File: config.mk
export PLATFORM = sky130hd
export DESIGN_NAME = fexc_status_recorder
export DESIGN_NICKNAME = d
export VERILOG_FILES = /design/src/rtl/fexc_pkg.sv /design/src/rtl/fexc_trap_detect.sv /design/src/rtl/fexc_priority_pick.sv /design/src/rtl/fexc_status_merge.sv /design/src/rtl/fexc_status_recorder.sv
export SDC_FILE = /design/constraint.sdc
export NUM_CORES = 1
export LEC_CHECK = 0
export BUFFER_PORTS_ARGS = -buffer_cell sky130_fd_sc_hd__clkbuf_2
export CAP_MARGIN = 15
export CORE_UTILIZATION = 40
export CTS_BUF_LIST = sky130_fd_sc_hd__clkbuf_16
export DETAILED_ROUTE_END_ITERATION = 16
export GPL_ROUTABILITY_DRIVEN = 0
export PLACE_DENSITY = 0.69
export SYNTH_ARGS = -nofsm -noshare
export SYNTH_HDL_FRONTEND = slang
export SYNTH_HIERARCHICAL = 1
export SYNTH_SLANG_ARGS = --single-unit
File: constraint.sdc
create_clock -name clk -period 1.2 [get_ports clk]
set_clock_uncertainty 0.15 [all_clocks]
set_input_delay 0.18 -clock clk [delete_from_list [all_inputs] [get_ports clk]]
set_output_delay 0.18 -clock clk [all_outputs]
set_load 0.03 [all_outputs]
File: src/rtl/fexc_pkg.sv
package fexc_pkg;
  localparam int EXC_W    = 5;
  localparam int CUR_LSB  = 0;
  localparam int ACC_LSB  = 5;
  localparam int FTT_LSB  = 14;
  localparam int FTT_W    = 3;
  localparam int TEM_LSB  = 23;
  localparam logic [FTT_W-1:0] FTT_IEEE = 3'd1;
  typedef logic [EXC_W-1:0] exc_vec_t;
endpackage

File: src/rtl/fexc_trap_detect.sv
module fexc_trap_detect
  import fexc_pkg::*;
(
  input  exc_vec_t raised,
  input  exc_vec_t enable,
  output exc_vec_t masked,
  output logic     trap
);
  always_comb begin
    masked = raised & enable;
    trap   = |masked;
  end
endmodule

File: src/rtl/fexc_priority_pick.sv
module fexc_priority_pick #(
  parameter int N = 5
) (
  input  logic [N-1:0] req,
  output logic [N-1:0] pick
);
  // The highest index wins; the flag encoding puts invalid at the top.
  for (genvar i = 0; i < N; i++) begin : g_bit
    if (i == N-1) begin : g_top
      assign pick[i] = req[i];
    end else begin : g_low
      assign pick[i] = req[i] & ~(|req[N-1:i+1]);
    end
  end
endmodule

File: src/rtl/fexc_status_merge.sv
module fexc_status_merge
  import fexc_pkg::*;
#(
  parameter int STAT_W = 32
) (
  input  logic [STAT_W-1:0] status_in,
  input  exc_vec_t          raised,
  input  exc_vec_t          picked,
  input  logic              trap,
  output logic [STAT_W-1:0] status_nxt
);
  exc_vec_t cur_val;

  always_comb begin
    cur_val    = trap ? picked : raised;
    status_nxt = status_in;
    status_nxt[CUR_LSB +: EXC_W] = cur_val;
    if (trap) begin
      status_nxt[FTT_LSB +: FTT_W] = FTT_IEEE;
    end else begin
      status_nxt[ACC_LSB +: EXC_W] = status_in[ACC_LSB +: EXC_W] | cur_val;
    end
  end
endmodule

File: src/rtl/fexc_status_recorder.sv
module fexc_status_recorder
  import fexc_pkg::*;
#(
  parameter int STAT_W = 32
) (
  input  logic              clk,
  input  logic              rst_n,
  input  logic              op_valid,
  input  logic [4:0]        raised_exc,
  input  logic [STAT_W-1:0] status_in,
  output logic [STAT_W-1:0] status_q,
  output logic              trap_req,
  output logic              pc_advance
);
  exc_vec_t          enable_mask;
  exc_vec_t          masked;
  exc_vec_t          picked;
  logic              trap_d;
  logic [STAT_W-1:0] status_nxt;
  logic [STAT_W-1:0] status_d;
  logic              trap_nxt;
  logic              adv_nxt;

  assign enable_mask = status_in[TEM_LSB +: EXC_W];

  fexc_trap_detect u_detect (
    .raised (raised_exc),
    .enable (enable_mask),
    .masked (masked),
    .trap   (trap_d)
  );

  fexc_priority_pick #(.N(EXC_W)) u_pick (
    .req  (masked),
    .pick (picked)
  );

  fexc_status_merge #(.STAT_W(STAT_W)) u_merge (
    .status_in  (status_in),
    .raised     (raised_exc),
    .picked     (picked),
    .trap       (trap_d),
    .status_nxt (status_nxt)
  );

  always_comb begin
    status_d = status_q;
    trap_nxt = 1'b0;
    adv_nxt  = 1'b0;
    if (op_valid) begin
      status_d = status_nxt;
      trap_nxt = trap_d;
      adv_nxt  = ~trap_d;
    end
  end

  always_ff @(posedge clk or negedge rst_n) begin
    if (!rst_n) begin
      status_q   <= '0;
      trap_req   <= 1'b0;
      pc_advance <= 1'b0;
    end else begin
      status_q   <= status_d;
      trap_req   <= trap_nxt;
      pc_advance <= adv_nxt;
    end
  end
endmodule

==> impl_metrics.toml <==
[finish]
drive_above_1_share = 0.657
stdcell_count = 263
utilization = 0.614
area_growth_pct = 42.6
nFillCells = 329
diodes = 0
fin_nets = 252

[critical_path]
crit_type = "in2reg"
slowest_delay_ns = 0.59
cp.required_ns = 1.20
crit_buf_inv = 1
arrival_ns = 1.59
critPathMaxFanout = 6
r2r_setup_slack_ns = 0.26
slowest_stage = "or4_4"
crit_family = "simple AND/OR/NAND/NOR gates"
path_cells = "buf_6, a22o_1, or4_4, or2_1, mux2_4"
cp-start-kind = "primary input"
crit_path_end_kind = "flop"

[routing]
viasPerCell = 4.70
antenna_left = 0
firstDrtPassIters = 4
post_drt_wl_per_cell_um = 15.0
drt_iter0_markers = 48
routed_wirelength_um = 3960
vias = 1236
drcViolationCount = 0

[pwr]
p_sw_frac = 0.269
internal-power_uw = 2650
share_seq_of_total_power = 0.366
power.density_mw_per_mm2 = 1440
p_leak_uw = 0.00135
power.total_uw = 3630
pwr-share-comb = 0.246
clkPwrFrac = 0.388
p_switching_uw = 978
vdd_ir_drop_max_uv = 887

[floorplanning]
core_mm2 = 0.00412
die_y_um = 68.6
rows = 23
initial_core_util = 0.431
dieWidth_um = 68.6
die-area_mm2 = 0.00470
ios = 74

[synthesis]
netlist-cell-type-count = 18
synth-xor-area-share = 0
synthMuxAreaShare = 0.263
syn-num-nets = 168
netlist_area_mm2 = 0.00177
ys_seq_elements = 34
yosysSeqAreaShare = 0.480
yosys_warnings = 6
synth_compound_area_frac = 0.00494
synth_area_leaders = "dfrtp_1 48%, mux2_4 24%, buf_4 8.5%"
synth-simple-area-share = 0.124
synth_top_area_frac = 0.480
synth_top_family_by_area = "multiplexers"
synth_top_area_cell = "dfrtp_1"
avgSynthCellArea_um2 = 13.9
synthAdderAreaFrac = 0
syn-instance-count = 128

[sta]
final.setup.worst_slack_ns = -0.385
fmax_mhz = 631
timing.max_slew.rel_slack = 0.755
hold_viol_final = 0
period_share = 1.32
rsz0062_at_grt = "true"
finalMaxSlewViolations = 0
setup_viol = 15
period_needed_ns = 1.58
tightest_slew_ns = 0.367

[hold_path]
hold_class = "in2reg"

[grt]
antenna_found_initial = 0
grt_max_degree = 23
grt_first_pass_wirelength_um = 5780
grtUsageTotal = 0.176
first_global_vias = 1235
grt_overflow = 0

[clock_network]
h-tree-depth = 2
root_buffer = "clkbuf_16"
clk_latency_ns = 0.27
clk_pin_slew_ns = 0.05
cts_tree = "yes"
cts_buffer_depth = 2
cts.sinks = 34
cts_buffers = 5

[status]
violations = "negative setup slack"
status = "complete, but fails checks"

[placement]
place.port_buffers = 68
hpwl_um = 2620
dpl.cell_count = 237

[flow_run]
drv_cap = 0
[power by group through the flow]
stage	combinational [µW]	clock [µW]	sequential, µW
2_1_floorplan	336	0	1580
3_3_place_gp	782	0	1340
3_5_place_dp	798	0	1350
4_1_cts	872	1450	1330
5_1_grt	946	1500	1350
6_report	893	1410	1330
[cells by family (layout without fill, tap and decap cells)]
family          count (synthesis)  count (layout)
simple gates                   36              37
flops                          34              34
mux                            32              32
buf+inv                        25             109
compound gates                  1               1
[what timing repair did]
action	in CTS	in global routing
pin swaps	1	3
endpoints found under the hold margin	47	0
gates resized for setup	9	19
setup buffers	2	1
hold buffers	14	0
setup endpoints to repair	16	24
cloned	1	0
[layout make-up]
| type | instances | area (µm²) | area share |
|---|---|---|---|
| clock buffer | 5 | 125 | 0.0495 |
| clock inverter | 3 | 37.5 | 0.0148 |
| multi-input combinational | 70 | 769 | 0.304 |
| sequential | 34 | 851 | 0.336 |
| tap | 50 | 62.6 | 0.0247 |
| timing repair buffer | 101 | 683 | 0.270 |
[synthesized netlist by cell type, drive strengths merged]
cell / instances
dfrtp: 34
buf: 25
or2: 1
nor2b: 4
nor4b: 1
nor4: 1
a22o: 1
and2: 6
nand2b: 11
mux2: 32
nor3b: 1
nand2: 10
or4: 1
[metal layers]
layer	part of all wire	vias up	global-route usage	wire, µm
li1	-	575	-	-
met3	0.054	9	0.0477	215
met2	0.52	51	0.308	2060
met4	0.020	0	0.0885	78
met5	0	-	0	0
met1	0.41	601	0.196	1610
[state kept, by name, indices dropped and copies added, names as in the netlist]
register / flops
status_q: 32
trap_req: 1
pc_advance: 1
[cells in the final DEF, fill, tap and decap left out, types with 2 or more instances in the layout]
cell           instances
and2_1                 4
inv_1                  2
buf_4                 15
dfrtp_1               34
mux2_4                28
nand2_1                8
nand2b_1               5
clkbuf_16              5
nand2_2                2
buf_12                 3
or4_4                  2
dlygate4sd3_1         14
nor2b_1                3
buf_6                  4
buf_2                  7
and2_4                 2
clkbuf_2              58
nand2b_4               6
mux2_2                 4
[worst paths after layout]
kind / startpoint / endpoint / depth (start not counted)
max reg2reg: status_q[21] / status_q[21] / 1
min reg2reg: status_q[5] / status_q[5] / 1
min: status_in[21] / status_q[21] / 2
max in group asynchronous: rst_n / status_q[27] / 3
max: status_in[23] / status_q[14] / 5
min in group asynchronous: rst_n / status_q[17] / 2
[per-stage QoR]
| step | cell area (µm²) | hold slack, ns | setup TNS (ns) | worst slack, ns |
|---|---|---|---|---|
| after CTS | 2480 | 0.00585 | -3.62 | -0.352 |
| after global routing | 2530 | 0.00363 | -4.24 | -0.396 |
| after global placement | 2110 | -0.0519 | -7.61 | -0.629 |
| after detailed placement | 2110 | -0.0398 | -7.83 | -0.644 |
| after floorplan | 1780 | -0.266 | -5.40 | -0.578 |
| final | 2530 | 0.00602 | -3.86 | -0.385 |
Power figures use the tool's default switching activity.
